--- src/rtl/io_trap_pkg.sv ---
`timescale 1ns/1ps
package io_trap_pkg;

  typedef enum logic [1:0] {
    SZ_BYTE  = 2'b00,
    SZ_WORD  = 2'b01,
    SZ_DWORD = 2'b10,
    SZ_WIDE  = 2'b11
  } acc_size_e;

  typedef struct packed {
    logic [7:0] status;
    logic [7:0] data;
  } trap_rec_t;

  // byte-lane code for the low two status bits
  function automatic logic [1:0] lane_code(acc_size_e sz, logic [1:0] lo);
    logic [1:0] code;
    case (sz)
      SZ_BYTE: code = lo;
      SZ_WORD: code = {lo[1], 1'b1};
      default: code = 2'b11;
    endcase
    return code;
  endfunction

  function automatic logic [7:0] pack_status(logic a9, logic a2, logic [1:0] code);
    return {2'b00, a9, a2, 2'b00, code};
  endfunction

  function automatic logic [31:0] read_fill(acc_size_e sz);
    logic [31:0] fill;
    case (sz)
      SZ_BYTE: fill = 32'h0000_00FF;
      SZ_WORD: fill = 32'h0000_FFFF;
      default: fill = 32'hFFFF_FFFF;
    endcase
    return fill;
  endfunction

endpackage

--- src/rtl/io_trap_decode.sv ---
`timescale 1ns/1ps
module io_trap_decode
  import io_trap_pkg::*;
#(
  parameter int unsigned ADDR_W = 16,
  parameter logic [ADDR_W-1:0] WIN_BASE = 'h1F0
) (
  input  logic [ADDR_W-1:0] addr,
  input  logic [1:0]        size,
  input  logic              rd,
  input  logic              wr,
  input  logic [7:0]        wbyte,
  input  logic              enable,
  output logic              win_hit,
  output logic              trap_fire,
  output logic              read_cycle,
  output trap_rec_t         rec,
  output logic [31:0]       fill
);
  localparam int unsigned HI_W = ADDR_W - 3;
  localparam logic [HI_W-1:0] BASE_HI = WIN_BASE[ADDR_W-1:3];

  acc_size_e sz;
  logic      is_write;
  logic      any_strobe;

  always_comb begin
    sz         = acc_size_e'(size);
    win_hit    = (addr[ADDR_W-1:3] == BASE_HI);
    any_strobe = rd | wr;
    is_write   = wr;                        // write wins when both strobes are high
    read_cycle = rd & ~wr & win_hit;
    trap_fire  = any_strobe & win_hit & enable;
    rec.status = pack_status(addr[9], addr[2], lane_code(sz, addr[1:0]));
    rec.data   = (is_write && sz == SZ_BYTE) ? wbyte : 8'h00;
    fill       = read_cycle ? read_fill(sz) : 32'h0;
  end
endmodule

--- src/rtl/io_trap_regs.sv ---
`timescale 1ns/1ps
module io_trap_regs
  import io_trap_pkg::*;
(
  input  logic      clk,
  input  logic      rst_n,
  input  logic      fire,
  input  trap_rec_t rec_in,
  output logic      smi,
  output trap_rec_t rec_q
);
  always_ff @(posedge clk) begin
    if (!rst_n) begin
      smi   <= 1'b0;
      rec_q <= '0;
    end else begin
      smi <= fire;
      if (fire) rec_q <= rec_in;
    end
  end
endmodule

--- src/rtl/io_trap_recorder.sv ---
`timescale 1ns/1ps
module io_trap_recorder
  import io_trap_pkg::*;
#(
  parameter int unsigned ADDR_W = 16,
  parameter logic [ADDR_W-1:0] WIN_BASE = 'h1F0
) (
  input  logic              clk,
  input  logic              rst_n,
  input  logic [ADDR_W-1:0] io_addr,
  input  logic [1:0]        io_size,
  input  logic              io_rd,
  input  logic              io_wr,
  input  logic [31:0]       io_wdata,
  input  logic              trap_en,
  output logic [31:0]       rd_data,
  output logic              smi_pulse,
  output logic [7:0]        trap_status,
  output logic [7:0]        trap_data
);
  logic      win_hit;
  logic      trap_fire;
  logic      read_cycle;
  trap_rec_t rec_next;
  trap_rec_t rec_q;

  io_trap_decode #(.ADDR_W(ADDR_W), .WIN_BASE(WIN_BASE)) u_decode (
    .addr      (io_addr),
    .size      (io_size),
    .rd        (io_rd),
    .wr        (io_wr),
    .wbyte     (io_wdata[7:0]),
    .enable    (trap_en),
    .win_hit   (win_hit),
    .trap_fire (trap_fire),
    .read_cycle(read_cycle),
    .rec       (rec_next),
    .fill      (rd_data)
  );

  io_trap_regs u_regs (
    .clk   (clk),
    .rst_n (rst_n),
    .fire  (trap_fire),
    .rec_in(rec_next),
    .smi   (smi_pulse),
    .rec_q (rec_q)
  );

  assign trap_status = rec_q.status;
  assign trap_data   = rec_q.data;
endmodule

--- config.mk ---
export PLATFORM = sky130hd
export DESIGN_NAME = io_trap_recorder
export DESIGN_NICKNAME = d
export VERILOG_FILES = /design/src/rtl/io_trap_pkg.sv /design/src/rtl/io_trap_decode.sv /design/src/rtl/io_trap_regs.sv /design/src/rtl/io_trap_recorder.sv
export SDC_FILE = /design/constraint.sdc
export NUM_CORES = 1
export LEC_CHECK = 0
export CELL_PAD_IN_SITES_DETAIL_PLACEMENT = 1
export CELL_PAD_IN_SITES_GLOBAL_PLACEMENT = 1
export CORE_ASPECT_RATIO = 1.2
export CORE_MARGIN = 4
export CORE_UTILIZATION = 21
export DETAILED_ROUTE_END_ITERATION = 12
export PLACE_DENSITY = 0.82
export SETUP_SLACK_MARGIN = 0.5
export SYNTH_ARGS = -nofsm -noshare
export SYNTH_HDL_FRONTEND = slang
export SYNTH_HIERARCHICAL = 1
export SYNTH_SLANG_ARGS = --single-unit
--- constraint.sdc ---
create_clock -name clk -period 4.58 [get_ports clk]
set_input_delay 0.458 -clock clk [delete_from_list [all_inputs] [get_ports clk]]
set_output_delay 0.458 -clock clk [all_outputs]
set_load 0.005 [all_outputs]
==> results of run 1 <==
==> flip-flops by register name, summed over array words and instances (netlist names) <==
register and cells:
u_regs/rec_q 16, u_regs/smi 1
==> worst max-delay path, delay by kind of cell <==
family        cells  cell delay [ns]
buf+inv           2             1.02
simple gates      3             1.08
==> metal layers <==
layer | vias to the layer above | global-route usage, % | wire length [µm]
met3 | 2 | 1.62 | 280
met4 | 0 | 2.97 | 12
met5 | - | 0 | 0
met1 | 391 | 9.60 | 1030
li1 | 424 | - | -
met2 | 47 | 15.5 | 1430
==> through the flow <==
step	setup slack (ns)	total power, mW	hold slack, ns
2_1_floorplan	2.48	0.162	0.507
4_1_cts	1.51	0.304	0.527
3_3_place_gp	1.57	0.188	0.500
5_1_grt	1.40	0.314	0.561
6_report	1.56	0.296	0.515
3_5_place_dp	1.51	0.188	0.507
==> final timing paths <==
kind | startpoint | cells past startpoint | to
setup / recovery | io_addr[11] | 5 | rd_data[22]
hold / removal | u_regs/rec_q[8] | 2 | u_regs/rec_q[8]
setup reg to reg | u_regs/rec_q[5] | 2 | u_regs/rec_q[5]
hold reg to reg | u_regs/rec_q[8] | 2 | u_regs/rec_q[8]
==> report_power, final <==
group          switching (mW)  leakage [nW]  internal, mW  total, mW
Combinational         0.00934         0.396        0.0271     0.0364
Clock                  0.0504        0.0228        0.0617      0.112
Sequential         0.00000191         0.137         0.148      0.148
Total                  0.0597         0.555         0.237      0.296
==> cells in the final DEF, fill, tap and decap left out, drive strengths merged <==
master / n
nor3: 1
mux2i: 16
or2: 1
or3: 1
nand4b: 1
and2: 10
o21a: 1
and4: 1
conb: 4
clkbuf: 4
dfxtp: 17
nor4: 2
nor2b: 16
and4b: 2
o21ai: 1
nand2: 2
buf: 1
nor3b: 1
clkdlybuf4s50: 79
==> cell type report <==
cell class	count	area [µm²]	share of cell area, %
tap	60	75.1	4.40
multi-input combinational	60	448	26.2
timing repair buffer	80	798	46.8
sequential	17	340	19.9
clock buffer	4	45.0	2.64
==> flow_summary_export.csv, run 1 <==
group,metric,value,unit
layout,nFillCells,580,
placed_design,dp_cells,217,
worst_hold_path,hold_path_class,"reg -> reg",
critical_path,startpoint_type,"primary input",
clocking,post_cts_buffers,0,
critical_path,crit_type,"in -> out",
clocking,clockBufferDepth,2,
timing,finalCritPeriodShare,65.9,%
grt,antenna_found_initial,0,
timing,setup_viol,0,
routing,antenna_left,0,
timing,rsz0062_at_grt,"no",
grt,grt_overflow_total,0,
floorplanning,initial_utilization,21.8,%
floorplanning,ios,104,
clocking,htree_levels,1,
logic_synthesis,synth.avg_cell_area,9.52,µm²
layout,area_growth,58.6,%
placed_design,numPortBuffers,79,
layout,diodes,0,
critical_path,cpMaxStageDelayCell,"clkdlybuf4s50_1",
critical_path,arrival,2.56,ns
critical_path,cp_max_fo,16,
placed_design,gp_congestion,0.637,
clocking,postCtsResizedCells,0,
layout,stdcell_area,0.00171,mm²
critical_path,r2r_setup_slack,3.97,ns
clocking,tritoncts,"yes",
pwr,power_density,174,mW/mm²
flow_run,cap_violations,0,
grt,track_usage,8.46,%
critical_path,required,4.12,ns
timing,tightest_slew,0.860,ns
logic_synthesis,syn_area,0.00108,mm²
clocking,numCtsBuffers,3,
routing,via_per_inst,3.91,
grt,grt_pass1_vias,853,
layout,final_nets,217,
timing,clock.fmax,331,MHz
timing,finalClockSkew,0,ns
timing,finalSetupTns,0,ns
critical_path,end_kind,"output port",
routing,vias,864,
grt,grt_pass1_wl,4240,µm
layout,layout-drive-gt1-share,5.59,%
layout,postLayoutCoreUtil,34.5,%
logic_synthesis,yosys_warnings,6,
critical_path,path_cells,"clkdlybuf4s50_1, nor4_2, and4_2, and2_1, clkdlybuf4s50_1",
routing,drc,0,
timing,maxSlewHeadroom,42.5,%
clocking,clk_pin_slew,0.07,ns
routing,drt_iter0_markers,10,
critical_path,crit_top_cell,"clkdlybuf4s50_1",
status,status,"finished clean",
clocking,clk_latency,0.24,ns
timing,maxSlewViolCount,0,
routing,drt-total-wl,2750,µm
routing,wire_per_inst,12.5,µm
clocking,clock-root-buffer,"clkbuf_8",
floorplanning,dieArea,0.00634,mm²
pwr,p_leak,0.555,nW
logic_synthesis,synth_cells,113,
floorplanning,rows,28,
clocking,clock_sinks,17,
placed_design,post_dp_cell_area,0.00166,mm²
grt,grt_max_degree,18,
floorplanning,core,0.00494,mm²
critical_path,cp_slowest_stage_delay,0.60,ns
floorplanning,die_h,86.4,µm
routing,dr.pass1.iters,4,
timing,period_minus_slack,3.02,ns
placed_design,dp_hpwl,2200,µm
layout,finalNonFillerCells,221,
floorplanning,die_w,73.3,µm
pwr,irDropWorstVdd,89.7,µV
timing,hold_violations,0,
clocking,hold_buffers,0,
No activity file was read; power rests on OpenSTA's default activity.
==> inputs of run 2 (changes only) <==
--- a/config.mk
+++ b/config.mk
@@ -9,9 +9,9 @@
 export CELL_PAD_IN_SITES_GLOBAL_PLACEMENT = 1
 export CORE_ASPECT_RATIO = 1.2
 export CORE_MARGIN = 4
-export CORE_UTILIZATION = 21
+export CORE_UTILIZATION = 18
 export DETAILED_ROUTE_END_ITERATION = 12
-export PLACE_DENSITY = 0.82
+export PLACE_DENSITY = 0.75
 export SETUP_SLACK_MARGIN = 0.5
 export SYNTH_ARGS = -nofsm -noshare
 export SYNTH_HDL_FRONTEND = slang
==> constraint.sdc (replaced) <==
create_clock -name clk -period 2.6 [get_ports clk]
set_input_delay 0.26 -clock clk [delete_from_list [all_inputs] [get_ports clk]]
set_output_delay 0.26 -clock clk [all_outputs]
set_load 0.005 [all_outputs]
==> run 2 against run 1 <==
- final cell count up 12%
- core utilization fell by 3.7 points
- critical path depth is the same
- critical path type unchanged
- count of clock-buffer cells in the layout did not move
- largest cell class unchanged
- cell area is 3.7% higher
==> flow_summary_export.csv, run 2 (synthesis results as in run 1) <==
group,metric,value,unit
timing,holdWs,0.522,ns
critical_path,startpoint_type,"primary input",
timing,finalClockSkew,0,ns
critical_path,ff2ff_path_depth,2,
grt,track_usage,7.55,%
floorplanning,rows,30,
clocking,clock_sinks,17,
critical_path,end_kind,"output port",
floorplanning,die_w,78.6,µm
grt,grtUsageMet2,13.5,%
timing,setup_viol,0,
timing,maxSlewHeadroom,65.5,%
placed_design,dp_hpwl,2280,µm
floorplanning,dieArea,0.00728,mm²
pwr,irDropWorstVdd,241,µV
timing,maxSlewViolCount,0,
clocking,clock-root-buffer,"clkbuf_8",
placed_design,place_ws,0.0554,ns
worst_hold_path,min_to,"u_regs/rec_q[13]",
floorplanning,die_h,92.7,µm
critical_path,required,2.34,ns
timing,clock.fmax,455,MHz
clocking,tritoncts,"yes",
timing,period_minus_slack,2.20,ns
clocking,numCtsBuffers,3,
routing,dr.pass1.iters,4,
worst_hold_path,hold_path_class,"reg -> reg",
grt,grt_pass1_wl,4290,µm
pwr,fin_total_pwr,0.524,mW
worst_hold_path,hp-start,"u_regs/rec_q[13]",
layout,postLayoutCoreUtil,30.8,%
floorplanning,core,0.00574,mm²
placed_design,post_dp_cell_area,0.00171,mm²
grt,grt_pass1_vias,882,
routing,drt-total-wl,2990,µm
layout,top_register,"u_regs/rec_q",
layout,largest_reg_flops,16,
grt,grt_overflow_total,0,
grt,antenna_found_initial,0,
timing,hold_violations,0,
grt,grt_use_met3,2.72,%
floorplanning,ios,104,
layout,layout_common_cells,"47 x clkdlybuf4s50_1, 17 x dfxtp_1, 16 x mux2i_1, 16 x nor2b_1, 15 x clkbuf_2",
grt,use_met1,8.13,%
critical_path,arrival,1.94,ns
layout,finalNonFillerCells,248,
routing,antenna_left,0,
clocking,clk_latency,0.25,ns
layout,layout-drive-gt1-share,20.8,%
clocking,hold_buffers,0,
placed_design,numPortBuffers,79,
clocking,htree_levels,1,
timing,layout_setup_ws,0.402,ns
timing,finalSetupTns,0,ns
layout,nFillCells,692,
critical_path,timing.rr.start,"u_regs/rec_q[7]",
critical_path,cp_max_fo,8,
timing,rsz0062_at_grt,"yes",
grt,grt.busiest_layer,"met2",
status,status,"finished clean",
flow_run,cap_violations,0,
layout,final_nets,224,
critical_path,crit_type,"in -> out",
timing,tightest_slew,0.515,ns
layout,area_growth,64.5,%
worst_hold_path,hold_depth,2,
clocking,clk_pin_slew,0.07,ns
pwr,p_leak,0.808,nW
layout,reg.largest.list,"u_regs/rec_q x16, u_regs/smi x1",
critical_path,r2r_setup_slack,1.98,ns
routing,drc,0,
placed_design,gp_congestion,0.613,
grt,grt_max_degree,18,
routing,vias,901,
layout,stdcell_area,0.00177,mm²
placed_design,dp_cells,239,
layout,diodes,0,
routing,wire_per_inst,12.0,µm
routing,via_per_inst,3.63,
critical_path,timing.rr.end,"u_regs/rec_q[7]",
layout,final_common_cell,"clkdlybuf4s50_1",
clocking,clockBufferDepth,2,
pwr,power_density,296,mW/mm²
floorplanning,initial_utilization,18.7,%
routing,drt_iter0_markers,9,
timing,finalCritPeriodShare,84.6,%
[run 2: cell type report]
cell class	instances	area, µm²	area share [%]
multi-input cells	60	464	26.2
well taps	80	100	5.65
clock buffers	4	45.0	2.54
flip-flops and latches	17	340	19.2
repair buffers	87	821	46.4
[run 2: routing by layer]
metal  vias up  wire, µm
li1        440         -
met1       402      1180
met2        55      1440
met3         4       340
met4         0        29
met5         -         0
[run 2: power by group]
part / internal [mW] / switching, mW
Clock: 0.109 / 0.0884
Combinational: 0.0488 / 0.0179
Sequential: 0.260 / 0.00000342
[run 2: how the worst max path moves through the flow]
stage / from / endpoint / slack [ns] / cells after the start
after floorplan: io_addr[11] / rd_data[17] / 0.89 / 4
after global placement: io_addr[11] / rd_data[8] / 0.1 / 5
after detailed placement: io_addr[11] / rd_data[13] / 0.06 / 5
after CTS: io_addr[15] / rd_data[13] / 0.29 / 5
after global routing: io_addr[14] / rd_data[12] / 0.34 / 5
final: io_addr[14] / rd_data[12] / 0.40 / 5
[run 2: what timing repair did]
item,CTS,global route
resized for setup,29,42
endpoints found under the hold margin,0,0
pin swaps,2,1
gates cloned,0,1
endpoints found under the setup margin,32,29
buffers inserted,3,1
[run 2: critical path, stage by stage]
cell and delay, ns:
clkdlybuf4s50_1 0.41, nor4_2 0.32, and4_4 0.28, o21a_4 0.16, clkdlybuf4s50_1 0.51
==> inputs of run 3 (changes only) <==
==> constraint.sdc (replaced) <==
create_clock -name clk -period 2 [get_ports clk]
set_input_delay 0.2 -clock clk [delete_from_list [all_inputs] [get_ports clk]]
set_output_delay 0.2 -clock clk [all_outputs]
set_load 0.005 [all_outputs]
==> run 3 against run 2 <==
- clock skew stayed put
- worst setup slack gained 0.055 ns
- core utilization grew 3.4 points
- via count up 4.7%
- non-clock buffer count up 8
- clock power grew 27%
- total power increased by 29%
- combinational power rose by 28%
- die area unchanged
- highest routed layer unchanged
- sequential share of layout area down 1.9 points
- worst hold slack worse by 0.061 ns
==> flow_summary_export.csv, run 3 (synthesis results as in run 1) <==
group,metric,value,unit
status,status,"finished clean",
grt,grt_use_met3,2.04,%
clocking,clock-root-buffer,"clkbuf_8",
layout,final_nets,233,
critical_path,crit_type,"in -> out",
timing,clock.fmax,648,MHz
timing,period_minus_slack,1.54,ns
grt,antenna_found_initial,0,
layout,area_growth,82.6,%
grt,grt_pass1_vias,1006,
timing,finalClockSkew,0,ns
layout,largest_reg_flops,16,
clocking,clock_sinks,17,
clocking,tritoncts,"yes",
critical_path,cp-startpoint,"io_addr[14]",
layout,stdcell_area,0.00196,mm²
timing,rsz0062_at_grt,"yes",
timing,maxSlewHeadroom,66.5,%
routing,antenna_left,0,
floorplanning,initial_utilization,18.7,%
clocking,clk_pin_slew,0.06,ns
grt,grt_overflow_total,0,
placed_design,gp_congestion,0.609,
grt,grtUsageMet2,15.6,%
placed_design,numPortBuffers,79,
timing,hold_violations,0,
clocking,numCtsBuffers,3,
timing,setup_viol,0,
routing,dr.pass1.iters,4,
floorplanning,core,0.00574,mm²
pwr,power_density,344,mW/mm²
routing,vias,943,
floorplanning,die_w,78.6,µm
pwr,irDropWorstVdd,361,µV
clocking,clk_latency,0.25,ns
timing,layout_setup_ws,0.457,ns
clocking,clockBufferDepth,2,
flow_run,cap_violations,0,
grt,grt_pass1_wl,4990,µm
worst_hold_path,hold_path_class,"in -> reg",
timing,tightest_slew,0.501,ns
routing,drc,0,
critical_path,startpoint_type,"primary input",
layout,diodes,0,
critical_path,required,1.80,ns
worst_hold_path,hp-start,"io_addr[9]",
placed_design,place_ws,-0.401,ns
floorplanning,die_h,92.7,µm
timing,maxSlewViolCount,0,
timing,finalCritPeriodShare,77.2,%
placed_design,post_dp_cell_area,0.00173,mm²
critical_path,timing.rr.start,"u_regs/rec_q[13]",
critical_path,cp_max_fo,7,
pwr,p_leak,0.782,nW
floorplanning,dieArea,0.00728,mm²
layout,reg.largest.list,"u_regs/rec_q x16, u_regs/smi x1",
routing,via_per_inst,3.67,
critical_path,arrival,1.34,ns
floorplanning,ios,104,
layout,top_register,"u_regs/rec_q",
placed_design,dp_cells,240,
layout,layout-drive-gt1-share,33.9,%
placed_design,dp_hpwl,2270,µm
critical_path,end_kind,"output port",
layout,finalNonFillerCells,257,
layout,layout_common_cells,"32 x clkdlybuf4s50_1, 31 x buf_6, 17 x dfxtp_1, 16 x nor2b_1, 14 x mux2i_1",
layout,final_common_cell,"clkdlybuf4s50_1",
routing,drt_iter0_markers,8,
routing,drt-total-wl,3300,µm
floorplanning,rows,30,
grt,track_usage,8.44,%
grt,use_met1,9.38,%
clocking,htree_levels,1,
grt,grt_max_degree,18,
routing,wire_per_inst,12.8,µm
grt,grt.busiest_layer,"met2",
-- run 3: worst max-delay path, stage by stage --
cell and delay, ns:
buf_6 0.09, nor4_4 0.28, and4_4 0.31, and2_4 0.16
buf_6 0.11, buf_6 0.10, buf_6 0.08
-- run 3: what timing repair did --
action / 4_1_cts / 5_1_grt
cloned: 1 / 2
setup endpoints to repair: 49 / 33
resized for setup: 155 / 29
buffers inserted: 8 / 2
hold buffers: 0 / 0
pin swaps: 5 / 5
-- run 3: path summary, 6_finish.rpt --
check	slack, ns	to	depth (start not counted)
setup / recovery	0.46	rd_data[30]	7
hold / removal	0.46	u_regs/rec_q[13]	4
setup reg to reg	1.36	u_regs/rec_q[13]	2
hold reg to reg	0.52	u_regs/rec_q[3]	2
-- run 3: cell type report --
cell class	count	area, µm²
fillers	663	3780
repair buffers	95	981
multi-input cells	61	498
flip-flops and latches	17	340
well taps	80	100
clock buffers	4	45.0
-- run 3: power breakdown --
part	total, mW	internal (mW)	switching, mW	leakage [nW]
clock	0.251	0.141	0.110	0.0228
combinational	0.0858	0.0586	0.0272	0.623
sequential	0.338	0.338	0.00000446	0.137
total	0.675	0.538	0.137	0.782
-- run 3: per-layer routing --
metal / vias to the layer above / routed length [µm]
met2: 45 / 1780
met5: - / 0
met4: 0 / 12
met1: 438 / 1230
li1: 458 / -
met3: 2 / 270
-- run 3: through the flow --
stage / utilization, % / power [mW] / TNS [ns] / hold slack (ns)
6_report: 34.2 / 0.675 / 0 / 0.461
5_1_grt: 34.2 / 0.719 / 0 / 0.479
4_1_cts: 31.0 / 0.694 / 0 / 0.468
3_5_place_dp: 30.2 / 0.437 / -9.65 / 0.509
3_3_place_gp: 30.2 / 0.436 / -9.02 / 0.496
2_1_floorplan: - / 0.372 / 0 / 0.328
